--- src/rtl/sfu_pkg.sv ---
package sfu_pkg;
  localparam logic [2:0] OPC_HOLD = 3'd0;
  localparam logic [2:0] OPC_ADD  = 3'd1;
  localparam logic [2:0] OPC_SUB  = 3'd2;
  localparam logic [2:0] OPC_INC  = 3'd3;
  localparam logic [2:0] OPC_DEC  = 3'd4;

  localparam int NUM_SIZES = 3;

  typedef struct packed {
    logic of;
    logic sf;
    logic zf;
    logic af;
    logic pf;
    logic cf;
  } flags_t;

  localparam logic [3:0] CC_ABOVE = 4'd7;
endpackage

--- src/rtl/sfu_calc.sv ---
module sfu_calc
  import sfu_pkg::*;
#(
  parameter int DATA_W = 32
) (
  input  logic [2:0]        op_i,
  input  logic [1:0]        size_i,
  input  logic [DATA_W-1:0] a_i,
  input  logic [DATA_W-1:0] b_i,
  input  logic [DATA_W-1:0] res_i,
  output flags_t            nxt_o
);
  localparam int SEL_W = $clog2(NUM_SIZES);

  logic is_sub;
  logic [NUM_SIZES-1:0] zf_v, sf_v, cy_v, ov_v;
  logic [SEL_W-1:0] sel;
  logic [4:0] nib;

  assign is_sub = (op_i == OPC_SUB) || (op_i == OPC_DEC);
  assign sel    = (size_i == 2'd3) ? SEL_W'(2) : SEL_W'(size_i);

  for (genvar k = 0; k < NUM_SIZES; k++) begin : g_sz
    localparam int W = 8 << k;
    logic [W:0] ext;
    logic am, bm, rm;
    assign ext  = is_sub ? ({1'b0, a_i[W-1:0]} - {1'b0, b_i[W-1:0]})
                         : ({1'b0, a_i[W-1:0]} + {1'b0, b_i[W-1:0]});
    assign am   = a_i[W-1];
    assign bm   = b_i[W-1];
    assign rm   = res_i[W-1];
    assign zf_v[k] = ~|res_i[W-1:0];
    assign sf_v[k] = rm;
    assign cy_v[k] = ext[W];
    // signed range: operands' signs vs result sign
    assign ov_v[k] = is_sub ? ((am ^ bm) & (rm ^ am)) : (~(am ^ bm) & (rm ^ am));
  end

  assign nib = is_sub ? ({1'b0, a_i[3:0]} - {1'b0, b_i[3:0]})
                      : ({1'b0, a_i[3:0]} + {1'b0, b_i[3:0]});

  always_comb begin
    nxt_o.zf = zf_v[sel];
    nxt_o.sf = sf_v[sel];
    nxt_o.cf = cy_v[sel];
    nxt_o.of = ov_v[sel];
    nxt_o.af = nib[4];
    nxt_o.pf = ~^res_i[7:0];
  end
endmodule

--- src/rtl/sfu_state.sv ---
module sfu_state
  import sfu_pkg::*;
(
  input  logic       clk_i,
  input  logic       rst_ni,
  input  logic       upd_i,
  input  logic [2:0] op_i,
  input  flags_t     nxt_i,
  input  logic       cf_set_i,
  input  logic       cf_clr_i,
  input  logic       cf_cmc_i,
  output flags_t     q_o
);
  logic wr_all, wr_nocf, cf_ctl;
  flags_t d;

  assign wr_all  = upd_i && ((op_i == OPC_ADD) || (op_i == OPC_SUB));
  assign wr_nocf = upd_i && ((op_i == OPC_INC) || (op_i == OPC_DEC));
  assign cf_ctl  = cf_set_i | cf_clr_i | cf_cmc_i;

  always_comb begin
    d = q_o;
    if (wr_all || wr_nocf) begin
      d.zf = nxt_i.zf;
      d.sf = nxt_i.sf;
      d.of = nxt_i.of;
      d.af = nxt_i.af;
      d.pf = nxt_i.pf;
    end
    if (wr_all) d.cf = nxt_i.cf;
    // direct carry control outranks any update
    if (cf_set_i)      d.cf = 1'b1;
    else if (cf_clr_i) d.cf = 1'b0;
    else if (cf_cmc_i) d.cf = ~q_o.cf;
  end

  always_ff @(posedge clk_i or negedge rst_ni) begin
    if (!rst_ni) q_o <= '0;
    else         q_o <= d;
  end

  p_hold_r4: assert property (@(posedge clk_i) disable iff (!rst_ni)
    (!wr_all && !wr_nocf && !cf_ctl) |=> (q_o == $past(q_o)));

  p_incdec_keeps_cf_r3: assert property (@(posedge clk_i) disable iff (!rst_ni)
    (wr_nocf && !cf_ctl) |=> (q_o.cf == $past(q_o.cf)));

  p_cf_set_r11: assert property (@(posedge clk_i) disable iff (!rst_ni)
    cf_set_i |=> q_o.cf);

  p_cf_clr_r11: assert property (@(posedge clk_i) disable iff (!rst_ni)
    (cf_clr_i && !cf_set_i) |=> !q_o.cf);

  p_cf_cmc_r11: assert property (@(posedge clk_i) disable iff (!rst_ni)
    (cf_cmc_i && !cf_set_i && !cf_clr_i) |=> (q_o.cf != $past(q_o.cf)));
endmodule

--- src/rtl/sfu_cond.sv ---
module sfu_cond
  import sfu_pkg::*;
(
  input  flags_t     fl_i,
  input  logic [3:0] cond_i,
  output logic       true_o
);
  logic lt;
  assign lt = fl_i.sf ^ fl_i.of;

  always_comb begin
    unique case (cond_i[3:1])
      3'd0: true_o = fl_i.of;
      3'd1: true_o = fl_i.cf;
      3'd2: true_o = fl_i.zf;
      3'd3: true_o = fl_i.cf | fl_i.zf;
      3'd4: true_o = fl_i.sf;
      3'd5: true_o = fl_i.pf;
      3'd6: true_o = lt;
      default: true_o = fl_i.zf | lt;
    endcase
    // odd codes test the negation
    if (cond_i[0]) true_o = ~true_o;
  end

  always_comb begin
    if (cond_i == CC_ABOVE && true_o)
      p_above_r12: assert (!fl_i.cf && !fl_i.zf);
  end
endmodule

--- src/rtl/status_flag_unit.sv ---
module status_flag_unit
  import sfu_pkg::*;
#(
  parameter int DATA_W = 32
) (
  input  logic              clk_i,
  input  logic              rst_ni,
  input  logic              upd_i,
  input  logic [2:0]        op_i,
  input  logic [1:0]        size_i,
  input  logic [DATA_W-1:0] a_i,
  input  logic [DATA_W-1:0] b_i,
  input  logic [DATA_W-1:0] res_i,
  input  logic              cf_set_i,
  input  logic              cf_clr_i,
  input  logic              cf_cmc_i,
  input  logic [3:0]        cond_i,
  output logic              zf_o,
  output logic              cf_o,
  output logic              of_o,
  output logic              sf_o,
  output logic              af_o,
  output logic              pf_o,
  output logic              cond_o
);
  flags_t nxt, q;

  sfu_calc #(.DATA_W(DATA_W)) u_calc (
    .op_i(op_i), .size_i(size_i), .a_i(a_i), .b_i(b_i), .res_i(res_i), .nxt_o(nxt)
  );

  sfu_state u_state (
    .clk_i(clk_i), .rst_ni(rst_ni), .upd_i(upd_i), .op_i(op_i), .nxt_i(nxt),
    .cf_set_i(cf_set_i), .cf_clr_i(cf_clr_i), .cf_cmc_i(cf_cmc_i), .q_o(q)
  );

  sfu_cond u_cond (.fl_i(q), .cond_i(cond_i), .true_o(cond_o));

  assign zf_o = q.zf;
  assign cf_o = q.cf;
  assign of_o = q.of;
  assign sf_o = q.sf;
  assign af_o = q.af;
  assign pf_o = q.pf;

  initial p_width_ok: assert (DATA_W >= 32);

  p_zero_r5: assert property (@(posedge clk_i) disable iff (!rst_ni)
    (upd_i && op_i == OPC_ADD && size_i == 2'd0) |=> (zf_o == ($past(res_i[7:0]) == 8'd0)));

  p_sign_r8: assert property (@(posedge clk_i) disable iff (!rst_ni)
    (upd_i && op_i == OPC_SUB && size_i == 2'd1) |=> (sf_o == $past(res_i[15])));

  p_parity_r10: assert property (@(posedge clk_i) disable iff (!rst_ni)
    (upd_i && op_i == OPC_INC) |=> (pf_o == ($countones($past(res_i[7:0])) % 2 == 0)));
endmodule

--- config.mk ---
export PLATFORM = sky130hd
export DESIGN_NAME = status_flag_unit
export DESIGN_NICKNAME = d
export VERILOG_FILES = /design/src/rtl/sfu_pkg.sv /design/src/rtl/sfu_calc.sv /design/src/rtl/sfu_state.sv /design/src/rtl/sfu_cond.sv /design/src/rtl/status_flag_unit.sv
export SDC_FILE = /design/constraint.sdc
export NUM_CORES = 1
export LEC_CHECK = 0
export CAP_MARGIN = 15
export CORE_UTILIZATION = 30
export CTS_CLUSTER_SIZE = 28
export DETAILED_ROUTE_END_ITERATION = 10
export GPL_TIMING_DRIVEN = 0
export PLACE_DENSITY = 0.68
export SLEW_MARGIN = 20
export SYNTH_ARGS = -nofsm -noshare
export SYNTH_HDL_FRONTEND = slang
export SYNTH_SLANG_ARGS = --single-unit
--- constraint.sdc ---
create_clock -name clk_i -period 2.46 [get_ports clk_i]
set_clock_uncertainty 0.2 [all_clocks]
set_input_delay 0.246 -clock clk_i [delete_from_list [all_inputs] [get_ports clk_i]]
set_output_delay 0.246 -clock clk_i [all_outputs]
set_load 0.02 [all_outputs]
==> results.toml, run 1 <==
[status]
status = "finished, violations left"
violations = "negative setup slack"

[clock_network]
postCtsHoldBufs = 0
cts_tree = "built"
cts_sinks = 6
cts-htree-levels = 1
clk_latency_ps = 220
cts_inserted_buffers = 3
clk_pin_slew_ps = 40
cts_buffer_depth = 2
root_buffer = "clkbuf_8"

[cells_and_area]
nets = 570
top_register = "u_state.q_o"
syn_to_final_growth_pct = 80.5
multi_input_area_mm2 = 0.00205
reg_top3 = "u_state.q_o (6)"
largest_reg_flops = 6
n_fill_cell = 660
seq_area_um2 = 150
diodes = 0
final_area_mm2 = 0.00380
fin_util = 0.559
layout-drive-gt1-share = 0.192

[placement]
dp_hpwl_um = 5420
place_worst_setup_slack_ps = -1830
place_area_mm2 = 0.00340
portBuffers = 116
gp_congestion = 0.858

[power]
power_density_mw_per_mm2 = 279
switching_share = 0.382
p_int_w = 0.000656
power.leakage_nw = 1.62
clock_power_share = 0.137
comb_power_share = 0.737
seqPwrFrac = 0.126
irDropWorstVdd_mv = 0.158
netSwitchingPower_w = 0.000405

[synthesis]
synthFlopType = "dfrtp_1"
yosysUniqueCellTypes = 48
ys_ff_latch = 6
synthArstFlopShare = 1.00
synth_fp_nets = 426
syn_area_per_cell_um2 = 7.55
synth_cells = 279
synth_area_mm2 = 0.00211
synth_edf_count = 0
yosys_warnings = 0
ys_seq_area_frac = 0.0713

[worst_setup_path]
worstPathCellList = "buf_6, inv_6, ha_4, or3b_4, nor4_4, buf_4, nand3_4, o41ai_4, xor2_1, ha_1, nand4_1, inv_1, a221oi_2, o31ai_1, a21oi_1, mux2i_1, o21ai_1"
worstPathMaxFanout = 4
start_kind = "primary input"
slowest_delay_ps = 400
critPathBufInv = 4
cp.required_ps = 2360
crit_type = "primary input to flip-flop"
arrival_ps = 3240
r2r-start = "u_state.q_o[0]"
startpoint = "b_i[1]"
slowest_stage = "or3b_4"
cpLargestDelayFamily = "compound AO/OA/AOI/OAI gates"
endpoint_kind = "flip-flop"

[timing]
setup_slack_ps = -881
slew_viol_final = 0
rsz0062_at_grt = "yes"
relSlewSlack = 0.709
setup_tns_ps = -881
fmax_ghz = 0.299
fin_hold_ws_ps = 73.5
finalSetupViolCount = 1
fin_crit_sh = 1.36
worst_pin_slew_ps = 432
min_period_ps = 3340
hold_viol = 0

[global_route]
overflow = 0
grt_max_degree = 11
grt_antenna_before_repair = 0
first_global_vias = 2500
grt_use_total = 0.184
grt_pass1_wl_um = 11000

[routing]
drcViolationCount = 0
wl_per_cell_um = 13.6
vias_per_cell = 4.99
routed_wl_um = 7030
first_pass_iters = 4
vias = 2582
antenna_left = 0
drt_iter0_drc = 81

[flow_run]
cap_violations = 0

[worst_hold_path]
hold_class = "primary input to asynchronous set/reset pin"

[die]
die-width_um = 85.8
core-area_mm2 = 0.00679
die_h_um = 85.8
io_pins = 118
num_rows = 30
initial_core_util = 0.310
die_area_mm2 = 0.00736
==> kinds of logic (layout without fill, tap and decap cells) <==
logic type / count (synthesis) / in the layout / synth area share
xor+xnor: 42 / 42 / 0.175
flops: 6 / 6 / 0.0713
compound gates: 66 / 66 / 0.189
fa+ha+maj: 36 / 36 / 0.214
mux: 10 / 10 / 0.0487
buf+inv: 20 / 162 / 0.0362
simple gates: 99 / 99 / 0.266
==> power by group through the flow <==
| stage | Sequential [W] | Combinational (W) | Clock (W) |
|---|---|---|---|
| floorplan | 0.000155 | 0.000354 | 0 |
| global placement | 0.000135 | 0.000690 | 0 |
| detailed placement | 0.000135 | 0.000704 | 0 |
| CTS | 0.000134 | 0.000758 | 0.000149 |
| global route | 0.000137 | 0.000867 | 0.000155 |
| finish | 0.000134 | 0.000782 | 0.000146 |
==> stage by stage <==
| step | cells | power, W |
|---|---|---|
| 2_1_floorplan | 279 | 0.000509 |
| 3_3_place_gp | 491 | 0.000825 |
| 3_5_place_dp | 491 | 0.000839 |
| 4_1_cts | 511 | 0.00104 |
| 5_1_grt | 517 | 0.00116 |
| 6_report | 517 | 0.00106 |
==> layout by cell type, fill, tap and decap left out, types with 2 or more instances in the layout <==
cell type	n
xnor2_1	27
o21ai_1	3
ha_1	35
dlygate4sd2_1	4
nand2b_1	7
a21o_1	3
nor4_4	3
nand4_1	4
nor2b_4	2
buf_2	7
a21oi_2	4
nor2_1	18
a221oi_2	3
nand3_1	4
clkbuf_8	3
clkdlybuf4s15_2	2
inv_1	13
mux2i_1	8
a21oi_1	26
nand2_1	21
clkdlybuf4s50_1	95
and4_1	5
dfrtp_1	6
or4_4	3
o31ai_1	4
buf_8	2
buf_4	21
buf_6	7
o21ai_0	14
xor2_1	14
mux2_2	2
nor4_1	9
nor3_1	6
nor3_4	2
==> worst reg2reg max path, delay by kind of cell, from the launching register on <==
kind	cells	cell delay, ps
compound gates	1	70
simple gates	2	130
flops	1	390
mux	1	200
==> area by class of cell <==
class,count,area share
multi-input cells,253,0.540
well taps,96,0.0316
inverters,15,0.0168
clock buffers,3,0.0109
flip-flops and latches,6,0.0395
plain buffers,4,0.00988
repair buffers,140,0.352
==> cells in the mapped netlist, types with 2 or more instances <==
master    count  share of area
and2_1        2         0.0059
inv_1        15          0.027
a21oi_1      29          0.069
nor2b_1       2         0.0059
dfrtp_1       6          0.071
ha_1         36           0.21
nor3_1        7          0.017
mux2i_1       8          0.038
o31ai_1       5          0.018
nand4_1       4          0.012
o21ai_0      16          0.038
a221oi_1      3          0.012
nand2b_1      8          0.024
xnor2_1      27           0.11
nor2_1       19          0.034
nand3_1       4         0.0095
nor4_1       11          0.033
xor2_1       15          0.062
or4_1         2         0.0071
o41ai_1       2         0.0083
and4_1        5          0.021
clkbuf_1      3         0.0053
mux2_2        2          0.011
nand2_1      22          0.039
a21o_1        3          0.011
==> timing repair <==
action | 4_1_cts | 5_1_grt
resized for setup | 107 | 15
endpoints found under the setup margin | 3 | 2
gates cloned | 0 | 1
pin swaps | 25 | 13
buffers inserted | 18 | 5
==> per-layer routing <==
layer | wire length (um) | vias up | track usage
met5 | 0 | - | 0
met4 | 89 | 0 | 0.0424
met3 | 316 | 8 | 0.0221
met2 | 3590 | 82 | 0.349
met1 | 3040 | 1179 | 0.221
li1 | - | 1313 | -
==> final timing paths <==
kind	endpoint	slack, ps	depth (start not counted)
max in group asynchronous	u_state.q_o[2]	1760	1
worst min register to register	u_state.q_o[2]	280	2
min in group clk_i	u_state.q_o[2]	280	2
worst min-delay path	u_state.q_o[4]	70	1
worst max register to register	u_state.q_o[0]	1350	4
worst max-delay path	u_state.q_o[0]	-880	17
No activity file was read; power rests on OpenSTA's default activity.
==> run 2: changes to the inputs <==
Settings changed: ABC_AREA set to 1, DONT_BUFFER_PORTS set to 1, PLACE_DENSITY 0.68 to 0.47.
==> run 2 against run 1 <==
Net effect: the run still ends with negative setup slack left; fmax rose by 12%; power down 26%; sequential power up 19%; area after synthesis grew 5.9%; final cell count decreased by 7.7%; non-clock buffer count is 127 lower; count of clock-buffer cells in the layout unchanged; largest power group unchanged; final area down 28%.
==> results.toml, run 2 <==
[synthesis]
synth.area.top_cells = "ha_1, nand2_1, xor2_1"
synth_common_cells = "nand2_1, inv_1, nor2_1, ha_1, xor2_1"
ys_seq_area_frac = 0.0673
synth_fp_nets = 507
synth_top_area_share = 0.202
yosysTopAreaCell = "ha_1"
ys_ff_latch = 6
synthFlopType = "dfrtp_1"
synth_edf_count = 0
synth_most_common_cell = "nand2_1"
yosys_warnings = 0
synth_area_mm2 = 0.00223
syn_area_per_cell_um2 = 6.20
synth_cells = 360
yosysUniqueCellTypes = 37
synthArstFlopShare = 1.00

[worst_setup_path]
worstPathMaxFanout = 3
r2r-start = "u_state.q_o[0]"
rr_endpoint = "u_state.q_o[0]"
r2r_cells = 3
cp.required_ps = 2410
start_kind = "primary input"
path_common_cell = "nand2_1"
arrival_ps = 2930
crit_type = "primary input to flip-flop"
endpoint_kind = "flip-flop"
slowest_delay_ps = 280
slowest_stage = "ha_4"
reg2reg_slack_ps = 1330

[clock_network]
cts-htree-levels = 1
clk_pin_slew_ps = 40
cts_buffer_depth = 2
clk_latency_ps = 220
cts_inserted_buffers = 3
cts_tree = "built"
cts_sinks = 6
root_buffer = "clkbuf_8"

[timing]
slew_viol_final = 0
hold_viol = 0
worst_pin_slew_ps = 428
fmax_ghz = 0.336
relSlewSlack = 0.714
fin_crit_sh = 1.21
min_period_ps = 2980
setup_tns_ps = -519
finalSetupViolCount = 1
rsz0062_at_grt = "yes"
setup_slack_ps = -519

[power]
finalPower_w = 0.000788
irDropWorstVdd_mv = 0.138
power_density_mw_per_mm2 = 289
power.leakage_nw = 1.32

[cells_and_area]
mostFrequentLayoutCell = "nand2_1"
largest_reg_flops = 6
nets = 527
layout_common_cells = "nand2_1, inv_1, nor2_1"
reg_top3 = "u_state.q_o (6)"
top_register = "u_state.q_o"
instances_no_fill = 477
layout-drive-gt1-share = 0.180
n_fill_cell = 813
syn_to_final_growth_pct = 22.2
diodes = 0
final_area_mm2 = 0.00273

[routing]
vias_per_cell = 4.87
met2_length_um = 3140
routed_wl_um = 6440
drcViolationCount = 0
vias = 2325
wl_per_cell_um = 13.5
drt-met1-wl_um = 2870
antenna_left = 0
drt_iter0_drc = 53
first_pass_iters = 4
wl_met3_um = 404
top_layer = "met4"

[global_route]
overflow = 0
grt_antenna_before_repair = 0
grt_pass1_wl_um = 10200
grt_use_total = 0.165
first_global_vias = 2314
grt_max_degree = 11

[status]
status = "finished, violations left"
violations = "negative setup slack"

[worst_hold_path]
hold_end = "u_state.q_o[0]"
hold_class = "primary input to flip-flop"
min_delay_path_depth = 3
min_from = "cf_clr_i"

[die]
core-area_mm2 = 0.00721
io_pins = 118
die_h_um = 88.2
die_area_mm2 = 0.00779
die-width_um = 88.2
num_rows = 31
initial_core_util = 0.309

[placement]
place_worst_setup_slack_ps = -1080
portBuffers = 0
placed_cells = 459
gp_congestion = 0.787
dp_hpwl_um = 5540
place_area_mm2 = 0.00235

[flow_run]
cap_violations = 0
## run 2: cell types whose count changed after synthesis, moves of 12 or more
| cell | change |
|---|---|
| inv_1 | +45 |
| nand2_1 | +50 |
| nand3_1 | +12 |
| nor2_1 | +20 |
| xnor2_1 | -20 |
| xor2_1 | +14 |
## run 2: through the flow
stage / hold slack (ps) / util
after floorplan: -250 / -
after global placement: -249 / 0.326
after detailed placement: -249 / 0.326
after CTS: 1.44 / 0.358
after global routing: 9.38 / 0.378
final: 5.58 / 0.378
## run 2: timing repair
action,in CTS,in global routing
pin swaps,15,14
setup endpoints to repair,1,2
endpoints found under the hold margin,6,0
resized for setup,26,24
hold buffers,1,0
setup buffers,9,5
## run 2: report_power, final
part | internal (W) | switching [W] | total [W] | leakage, nW
clock network | 0.000105 | 0.0000428 | 0.000148 | 0.0216
registers | 0.000117 | 0.0000419 | 0.000159 | 0.0749
logic | 0.000205 | 0.000275 | 0.000481 | 1.22
## run 2: layout make-up
type                       count  area [um2]  area share
multi-input combinational    290        2040       0.749
inverter                      62         243      0.0890
sequential                     6         150      0.0551
tap                           99         124      0.0454
timing repair buffer          15         115      0.0422
clock buffer                   3        41.3      0.0151
buffer                         2        10.0     0.00367
## run 2: critical path: cells and delay by family
family	cells	cell delay (ps)
compound gates	2	270
xor+xnor	1	120
fa+ha+maj	1	280
buf+inv	2	130
simple gates	20	1840
## run 2: routing by layer
| metal | global-route usage | vias to the layer above |
|---|---|---|
| met5 | 0 | - |
| met1 | 0.206 | 1019 |
| li1 | - | 1231 |
| met4 | 0.0411 | 0 |
| met3 | 0.0308 | 4 |
| met2 | 0.292 | 71 |
## run 2: logic make-up (layout without fill, tap and decap cells)
kind of cell    after synthesis  count (layout)  share of synthesized area
simple gates                158             158                      0.315
buf+inv                      64              82                      0.108
compound gates               58              58                      0.156
fa+ha+maj                    36              36                      0.202
xor+xnor                     36              36                      0.141
flops                         6               6                     0.0673
mux                           2               2                     0.0101
## run 2: worst max path at each step
stage / cells after the start / start / slack [ps] / endpoint
after global routing: 23 / b_i[1] / -730 / u_state.q_o[0]
after detailed placement: 23 / b_i[1] / -1080 / u_state.q_o[0]
after global placement: 23 / b_i[1] / -1050 / u_state.q_o[0]
after floorplan: 26 / b_i[3] / -440 / u_state.q_o[0]
final: 26 / b_i[6] / -520 / u_state.q_o[0]
after CTS: 26 / b_i[2] / -680 / u_state.q_o[0]
==> run 3: changes to the inputs <==
Settings changed: CORE_ASPECT_RATIO set to 0.8.
==> run 3 against run 2 <==
Net effect: the flow finishes with violations (design-rule violations, negative setup slack); final cell count shrank 1.7%; routed wire length shrank 1.5%; worst setup slack lost 61 ps; combinational power shrank 6.2%; critical path type unchanged; largest power group unchanged.
==> results.toml, run 3 (synthesis results as in run 2) <==
[status]
status = "finished, violations left"
violations = "design-rule violations, negative setup slack"

[timing]
min_period_ps = 3040
hold_viol = 0
fin_hold_ws_ps = 18.3
slew_viol_final = 0
rsz0062_at_grt = "yes"
worst_pin_slew_ps = 432
relSlewSlack = 0.711
fin_crit_sh = 1.24
finalSetupViolCount = 1
setup_slack_ps = -579
fmax_ghz = 0.329

[global_route]
overflow = 0
grt_pass1_wl_um = 10400
grt_use_total = 0.164
grt_max_degree = 11
grt_antenna_before_repair = 0
first_global_vias = 2358

[clock_network]
cts_tree = "built"
clk_pin_slew_ps = 40
cts_sinks = 6
cts_buffer_depth = 2
cts-htree-levels = 1
root_buffer = "clkbuf_8"
clk_latency_ps = 220
cts_inserted_buffers = 3

[routing]
drt_iter0_drc = 51
vias = 2327
drcViolationCount = 9
wl_per_cell_um = 13.5
vias_per_cell = 4.96
routed_wl_um = 6340
antenna_left = 0
first_pass_iters = 9

[die]
die_h_um = 79.1
io_pins = 118
die_area_mm2 = 0.00779
die-width_um = 98.4
initial_core_util = 0.317
core-area_mm2 = 0.00703
num_rows = 27

[worst_setup_path]
rr_endpoint = "u_state.q_o[0]"
worstPathMaxFanout = 3
worstPathCellList = "or2_1, nor3_4, nand3_2, nor2_4, nand2_2, buf_4, buf_4, buf_4, buf_4, buf_4, nand2_1, xor2_1, ha_1, nand2_1, nor2_1, nand2_1, a21oi_1, nor2_1, nand3_1, nand3_1, nand2_2, nand2_2, nand2_2, a21oi_2"
r2r_cells = 3
start_kind = "primary input"
endpoint_kind = "flip-flop"
slowest_stage = "or2_1"
crit_type = "primary input to flip-flop"
reg2reg_slack_ps = 1300
cpLargestDelayFamily = "simple AND/OR/NAND/NOR gates"
critPathBufInv = 5
cp.required_ps = 2410
slowest_delay_ps = 250
path_common_cell = "buf_4"
arrival_ps = 2990
r2r-start = "u_state.q_o[0]"

[worst_hold_path]
min_from = "cf_set_i"
min_delay_path_depth = 2
hold_end = "u_state.q_o[0]"
hold_class = "primary input to flip-flop"

[power]
irDropWorstVdd_mv = 0.113
power_density_mw_per_mm2 = 281
power.leakage_nw = 1.32

[cells_and_area]
diodes = 0
syn_to_final_growth_pct = 20.9
n_fill_cell = 792
instances_no_fill = 469
nets = 531
reg_top3 = "u_state.q_o (6)"
top_register = "u_state.q_o"
largest_reg_flops = 6
layout-drive-gt1-share = 0.173
layout_common_cells = "nand2_1, inv_1, ha_1"
mostFrequentLayoutCell = "nand2_1"

[placement]
gp_congestion = 0.769
placed_cells = 447
portBuffers = 0
dp_hpwl_um = 5520

[flow_run]
cap_violations = 0
-- run 3: cell count changes in the layout (fill, tap and decap cells not counted), moves of 2 or more --
| cell | change |
|---|---|
| a21oi_1 | +3 |
| a21oi_2 | -3 |
| buf_4 | +2 |
| ha_1 | +2 |
| ha_4 | -2 |
| nand2_2 | +3 |
| nand2_4 | -2 |
-- run 3: worst max-delay path by stage --
stage	slack, ps	startpoint	to	depth (start not counted)
after floorplan	-440	b_i[3]	u_state.q_o[0]	26
after global placement	-1150	b_i[1]	u_state.q_o[0]	23
after detailed placement	-1160	b_i[1]	u_state.q_o[0]	23
after CTS	-770	b_i[1]	u_state.q_o[0]	23
after global routing	-840	b_i[6]	u_state.q_o[0]	26
final	-580	b_i[4]	u_state.q_o[0]	24
-- run 3: repair_timing --
item,in CTS,in global routing
hold buffers,2,0
hold endpoints to repair,7,0
pin swaps,18,19
buffers inserted,14,3
resized for setup,28,15
cloned,0,0
endpoints found under the setup margin,1,2
-- run 3: layout make-up --
class                           instances  area [um2]  area share
Timing Repair Buffer                   19         151      0.0561
Sequential cell                         6         150      0.0557
Multi-Input combinational cell        290        1990       0.739
Clock buffer                            3        41.3      0.0153
Buffer                                  2        10.0     0.00371
Tap cell                               87         109      0.0404
Inverter                               62         243      0.0900
-- run 3: power by group --
group	internal [W]	total, W	switching (W)	leakage (nW)
logic	0.000192	0.000451	0.000259	1.23
clock network	0.000105	0.000146	0.0000412	0.0216
registers	0.000117	0.000161	0.0000434	0.0749
total	0.000414	0.000758	0.000344	1.32
-- run 3: per-stage QoR --
| stage | util | power, W | TNS [ps] | area (um2) | worst slack, ps |
|---|---|---|---|---|---|
| global route | 0.384 | 0.000850 | -841 | 2700 | -841 |
| finish | 0.384 | 0.000758 | -579 | 2700 | -579 |
| CTS | 0.373 | 0.000760 | -772 | 2620 | -772 |
| floorplan | - | 0.000496 | -436 | 2230 | -436 |
| detailed placement | 0.333 | 0.000583 | -1290 | 2340 | -1160 |
| global placement | 0.333 | 0.000572 | -1280 | 2340 | -1150 |
-- run 3: routing by layer --
layer	wire, um	global-route usage
met4	27	0.0224
met2	2990	0.296
met3	414	0.0290
met5	0	0
met1	2910	0.208
